## src/rtl/sm3_core_pkg.sv

```systemverilog
package sm3_core_pkg;
  localparam int WORD_W = 32;
  localparam int NWORDS = 8;
  localparam logic [WORD_W-1:0] TBASE_EARLY = 32'h79cc4519;
  localparam logic [WORD_W-1:0] TBASE_LATE  = 32'h7a879d8a;

  // index 7 = register a (top word), index 0 = register h
  typedef logic [NWORDS-1:0][WORD_W-1:0] sm3_state_t;

  function automatic logic [WORD_W-1:0] rotl32(input logic [WORD_W-1:0] x,
                                               input logic [4:0] n);
    logic [2*WORD_W-1:0] tmp;
    tmp = {x, x} << n;
    return tmp[2*WORD_W-1:WORD_W];
  endfunction

  function automatic logic [WORD_W-1:0] perm0(input logic [WORD_W-1:0] x);
    return x ^ rotl32(x, 5'd9) ^ rotl32(x, 5'd17);
  endfunction
endpackage

```

## src/rtl/sm3_const_rot.sv

```systemverilog
module sm3_const_rot
  import sm3_core_pkg::*;
#(
  parameter int CNT_W       = 6,
  parameter int EARLY_ROUNDS = 16
) (
  input  logic [CNT_W-1:0]  rnd,
  output logic [WORD_W-1:0] tconst
);
  localparam int STAGES = 5;

  logic [WORD_W-1:0] stage [STAGES+1];

  assign stage[0] = (int'(rnd) < EARLY_ROUNDS) ? TBASE_EARLY : TBASE_LATE;

  for (genvar k = 0; k < STAGES; k++) begin : g_rot
    localparam int SH = 1 << k;
    assign stage[k+1] = rnd[k] ? {stage[k][WORD_W-1-SH:0], stage[k][WORD_W-1:WORD_W-SH]}
                               : stage[k];
  end

  assign tconst = stage[STAGES];
endmodule

```

## src/rtl/sm3_round_fn.sv

```systemverilog
module sm3_round_fn
  import sm3_core_pkg::*;
(
  input  sm3_state_t        st,
  input  logic [WORD_W-1:0] w,
  input  logic [WORD_W-1:0] wx,
  input  logic [WORD_W-1:0] tconst,
  input  logic              late,
  output sm3_state_t        st_nxt
);
  logic [WORD_W-1:0] ra, rb, rc, rd, re, rf, rg, rh;
  logic [WORD_W-1:0] a_rot, ss1, ss2, ffv, ggv, tt1, tt2;

  always_comb begin
    ra = st[7]; rb = st[6]; rc = st[5]; rd = st[4];
    re = st[3]; rf = st[2]; rg = st[1]; rh = st[0];
    a_rot = rotl32(ra, 5'd12);
    ss1   = rotl32(a_rot + re + tconst, 5'd7);
    ss2   = ss1 ^ a_rot;
    if (late) begin
      ffv = ((ra | rc) & rb) | (ra & rc);
      ggv = ((rf ^ rg) & re) ^ rg;
    end else begin
      ffv = ra ^ rb ^ rc;
      ggv = re ^ rf ^ rg;
    end
    tt1 = ffv + rd + ss2 + wx;
    tt2 = ggv + rh + ss1 + w;
    st_nxt[7] = tt1;
    st_nxt[6] = ra;
    st_nxt[5] = rotl32(rb, 5'd9);
    st_nxt[4] = rc;
    st_nxt[3] = perm0(tt2);
    st_nxt[2] = re;
    st_nxt[1] = rotl32(rf, 5'd19);
    st_nxt[0] = rg;
  end
endmodule

```

## src/rtl/sm3_seq_ctrl.sv

```systemverilog
module sm3_seq_ctrl #(
  parameter int NROUNDS = 64,
  parameter int CNT_W   = $clog2(NROUNDS)
) (
  input  logic             clk,
  input  logic             rst_n,
  input  logic             start,
  input  logic             w_valid,
  output logic             busy,
  output logic             load,
  output logic             fire,
  output logic             finish,
  output logic             done,
  output logic [CNT_W-1:0] rnd
);
  localparam logic [CNT_W-1:0] LAST = CNT_W'(NROUNDS - 1);

  assign load   = start && !busy;
  assign fire   = busy && w_valid;
  assign finish = fire && (rnd == LAST);

  always_ff @(posedge clk or negedge rst_n) begin
    if (!rst_n) begin
      busy <= 1'b0;
      rnd  <= '0;
      done <= 1'b0;
    end else begin
      done <= finish;
      if (load) begin
        busy <= 1'b1;
        rnd  <= '0;
      end else if (fire) begin
        rnd <= rnd + 1'b1;
        if (finish) busy <= 1'b0;
      end
    end
  end
endmodule

```

## src/rtl/sm3_compress_core.sv

```systemverilog
module sm3_compress_core
  import sm3_core_pkg::*;
#(
  parameter int NROUNDS      = 64,
  parameter int EARLY_ROUNDS = 16
) (
  input  logic         clk,
  input  logic         rst_n,
  input  logic         start,
  input  logic [255:0] cv_in,
  input  logic         w_valid,
  output logic         w_ready,
  input  logic [31:0]  w_word,
  input  logic [31:0]  wx_word,
  output logic         busy,
  output logic         done,
  output logic [255:0] digest
);
  localparam int CNT_W = $clog2(NROUNDS);

  logic             load, fire, finish;
  logic [CNT_W-1:0] rnd;
  logic [31:0]      tconst;
  sm3_state_t       st_q, st_nxt, cv_q;

  sm3_seq_ctrl #(.NROUNDS(NROUNDS), .CNT_W(CNT_W)) u_ctrl (
    .clk(clk), .rst_n(rst_n), .start(start), .w_valid(w_valid),
    .busy(busy), .load(load), .fire(fire), .finish(finish),
    .done(done), .rnd(rnd)
  );

  sm3_const_rot #(.CNT_W(CNT_W), .EARLY_ROUNDS(EARLY_ROUNDS)) u_const (
    .rnd(rnd), .tconst(tconst)
  );

  sm3_round_fn u_round (
    .st(st_q), .w(w_word), .wx(wx_word), .tconst(tconst),
    .late(int'(rnd) >= EARLY_ROUNDS), .st_nxt(st_nxt)
  );

  assign w_ready = busy;

  always_ff @(posedge clk or negedge rst_n) begin
    if (!rst_n) begin
      st_q   <= '0;
      cv_q   <= '0;
      digest <= '0;
    end else begin
      if (load) begin
        st_q <= sm3_state_t'(cv_in);
        cv_q <= sm3_state_t'(cv_in);
      end else if (fire) begin
        st_q <= st_nxt;
      end
      if (finish) digest <= 256'(cv_q) ^ 256'(st_nxt);
    end
  end
endmodule

```

## config.mk

```make
export PLATFORM = sky130hd
export DESIGN_NAME = sm3_compress_core
export DESIGN_NICKNAME = d
export VERILOG_FILES = /design/src/rtl/sm3_core_pkg.sv /design/src/rtl/sm3_const_rot.sv /design/src/rtl/sm3_round_fn.sv /design/src/rtl/sm3_seq_ctrl.sv /design/src/rtl/sm3_compress_core.sv
export SDC_FILE = /design/constraint.sdc
export NUM_CORES = 2
export LEC_CHECK = 0
export ABC_AREA = 0
export BUFFER_PORTS_ARGS = -buffer_cell sky130_fd_sc_hd__buf_2
export CAP_MARGIN = 20
export CORE_AREA = 4 4 343 345
export DETAILED_ROUTE_END_ITERATION = 8
export DIE_AREA = 0 0 347 349
export GPL_TIMING_DRIVEN = 1
export HOLD_SLACK_MARGIN = 0.02
export PLACE_DENSITY = 0.54
export SYNTH_ARGS = -nofsm -noshare
export SYNTH_HDL_FRONTEND = slang
export SYNTH_SLANG_ARGS = --single-unit
```

## constraint.sdc

```tcl
create_clock -name clk -period 25.5 [get_ports clk]
set_clock_uncertainty 0.05 [all_clocks]
set_input_delay 6.375 -clock clk [delete_from_list [all_inputs] [get_ports clk]]
set_output_delay 6.375 -clock clk [all_outputs]
set_load 0.01 [all_outputs]
```

==> flow_summary.toml <==
[yosys]
synthXorXnorAreaFrac_pct = 9.484
synthDistinctLibCells = 85
synthesis.area_mm2 = 0.04438
synthAdderAreaFrac_pct = 11.38
synth_top_area_share_pct = 43.75
synth_top_family_by_area = "simple AND/OR/NAND/NOR gates"
ys_ff_latch = 776
synth_nets = 5539
yosys-mux-area-fraction_pct = 2.712
synth_top_flop_cell = "dfrtp_1"
synth_compound_area_share_pct = 9.433
ys_seq_area_share_pct = 43.75
syn_inst = 4924
syn_avg_cell_area_um2 = 9.013
yosysWarningCount = 0
synth-edff-count = 0
synth_common_cells = "nand2_1 (1563), dfrtp_1 (776), o21ai_0 (367), xnor2_1 (349), inv_1 (291)"
synth-simple-area-share_pct = 18.59
synth.most_common_cell = "nand2_1"
ys_top_cells_by_area = "dfrtp_1 (44%), nand2_1 (13%), fa_1 (8.5%)"
yosysTopAreaCell = "dfrtp_1"
async_flop_share_pct = 100.0

[grt]
grt_max_degree = 178
track_usage_pct = 27.36
grt_pass1_wl_mm = 244.1
antenna_found_initial = 4
grt_pass1_vias = 35427
grt_overflow = 0

[timing]
fin_crit_ns = 10.76
rsz0062_at_grt = "no"
finalCritPeriodShare_pct = 42.19
setup_violations = 0
hold_violations = 0
timing.final.max_slew_violations = 0
slew_headroom_pct = 21.44
fin_tns_setup_ns = 0
tightest_slew_ns = 1.170
timing.fmax_mhz = 92.95

[floorplan]
fp.dieW_um = 347
fp-row-count = 124
placeableCoreArea_mm2 = 0.1142
ioPinCount = 583
dieArea_mm2 = 0.1211
start_util_pct = 38.87
die_y_um = 349

[placement]
dpl.cell_count = 6824
place.detailed.hpwl_mm = 127.9
io_buffers = 582
place_congestion = 0.9402

[worst_hold_path]
hold_path.class = "register to register"
worstHoldStart = "digest[60]$_DFFE_PN0P_"
min_to = "digest[60]$_DFFE_PN0P_"
min_path_cells = 2

[routing]
num_vias = 36033
drt_iter0_markers = 3362
vias_per_cell = 5.152
dr.pass1.iters = 5
drc_errors = 0
antenna_left = 0
routed_wl_mm = 168.1
drt-wirelength-per-cell_um = 24.04

[critical_path]
start_kind = "input pin"
criticalPathCategory = "input pin to register"
r2r_start = "u_ctrl.rnd[5]$_DFFE_PN0P_"
max_stage_delay_ns = 0.55
r2r_cells = 36
crit_path_max_fanout = 4
reg2reg_slack_ns = 14.74
r2r_end = "digest[249]$_DFFE_PN0P_"
arrival_ns = 11.26
cp.required_ns = 26.01
cp_slowest_cell = "fa_1"
crit_path_end_kind = "register"
path_cells = "buf_2, inv_1, fa_1, inv_1, fa_1, ha_1, inv_1, fa_1, and2b_1, o211ai_2, a221oi_2, o21ai_1, o21ai_1, a41oi_1, xnor2_1, xor2_1, xor3_1, mux2_2"

[flow_run]
maxCapViolCount = 0

[finish]
final_nets = 6019
syn_to_final_growth_pct = 17.20
final_cell_count_no_fill = 6994
drive_gt1_share_pct = 16.17

[cts]
cts_hold_buf = 0
root_buffer = "clkbuf_16"
ctsLongestPathBuffers = 3
cts_setup_buffers = 0
cts_resized = 0
cts_tree = "yes"
clk_pin_slew_ns = 0.06
clk_latency_ns = 0.69
cts_sinks = 776
numCtsBuffers = 90
htreeDepth = 3

[outcome]
outcome = "completed"
[sequential cells by signal, summed over array words and instances, names as in the netlist]
name / count
cv_q: 256
u_ctrl.done: 1
digest: 256
u_ctrl.busy: 1
u_ctrl.rnd: 6
st_q: 256
[area by class of cell]
cell class | count | area, µm²
well taps | 1512 | 1892
flip-flops and latches | 776 | 19420
multi-input cells | 3602 | 22950
clock buffers | 117 | 2554
inverters | 295 | 1107
repair buffers | 639 | 3376
diodes | 3 | 7.507
fillers | 11322 | 62170
clock inverters | 50 | 715.7
[cells by family (layout without fill, tap and decap cells)]
logic type / count (synthesis) / after routing
adders and majority gates: 291 / 291
xor gates and xnor gates: 451 / 451
AOI/OAI and AO/OA: 710 / 710
and+or+nand+nor: 2035 / 2035
muxes: 115 / 115
other: 0 / 3
buffers and inverters: 546 / 1101
DFF: 776 / 776
[worst max-delay path, delay by kind of cell]
family / cells / cell delay (ns)
adder cells (fa/ha/maj): 4 / 1.73
AO/OA/AOI/OAI: 5 / 1.25
XOR/XNOR: 3 / 1.06
buffers and inverters: 4 / 0.32
multiplexers: 1 / 0.27
AND/OR/NAND/NOR: 1 / 0.25
[per-layer routing]
layer / GRT usage, % / part of all wire, % / vias to the layer above
li1: - / - / 16839
met1: 40.00 / 46 / 17860
met2: 41.89 / 44 / 1155
met3: 5.330 / 7.3 / 179
met4: 6.852 / 2.6 / 0
met5: 0 / 0 / -
[worst max-delay path by stage]
| stage | start | end | slack, ns | cells after the start |
|---|---|---|---|---|
| after CTS | u_ctrl.rnd[5]$_DFFE_PN0P_ | digest[249]$_DFFE_PN0P_ | 14.75 | 36 |
| after floorplan | w_word[1] | digest[104]$_DFFE_PN0P_ | 14.97 | 17 |
| after global routing | u_ctrl.rnd[5]$_DFFE_PN0P_ | digest[249]$_DFFE_PN0P_ | 13.92 | 36 |
| final | w_word[1] | digest[104]$_DFFE_PN0P_ | 14.74 | 18 |
| after global placement | w_word[1] | digest[104]$_DFFE_PN0P_ | 14.18 | 18 |
| after detailed placement | w_word[1] | digest[104]$_DFFE_PN0P_ | 14.13 | 18 |
[per-stage QoR]
step / hold slack [ns] / util (%) / instance area [µm²] / setup WS [ns]
after floorplan: 0.3976 / - / 44380 / 14.97
after global placement: 0.4069 / 42.68 / 48740 / 14.18
after detailed placement: 0.4144 / 42.68 / 48740 / 14.13
after CTS: 0.4272 / 45.55 / 52010 / 14.75
after global routing: 0.4417 / 45.55 / 52010 / 13.92
final: 0.4174 / 45.55 / 52020 / 14.74
[cell usage in the layout, fill, tap and decap left out, types with 7 or more instances in the layout]
master     count
nand3_1      266
and2_1         8
buf_4         55
nor3_1        44
o211ai_1      40
xnor2_1      349
buf_2        581
dfrtp_1      776
nor2_1        94
clkbuf_1       7
nor2b_1        7
a21oi_1      130
xnor3_1        9
xor2_1        82
nand2b_1      12
ha_1         103
o21ai_0      367
o21bai_1      11
a31oi_1       19
clkbuf_16     90
o21a_1        12
mux2i_1       73
a21o_1        42
fa_1         188
clkinv_2      21
inv_1        291
mux2_2        42
bufinv_16     14
o21ai_1       23
clkbuf_8      20
nand4_1        9
nand2_1     1562
Power is not shown: default switching activity piles up to over one toggle a cycle in this logic, so the estimate is an artifact.
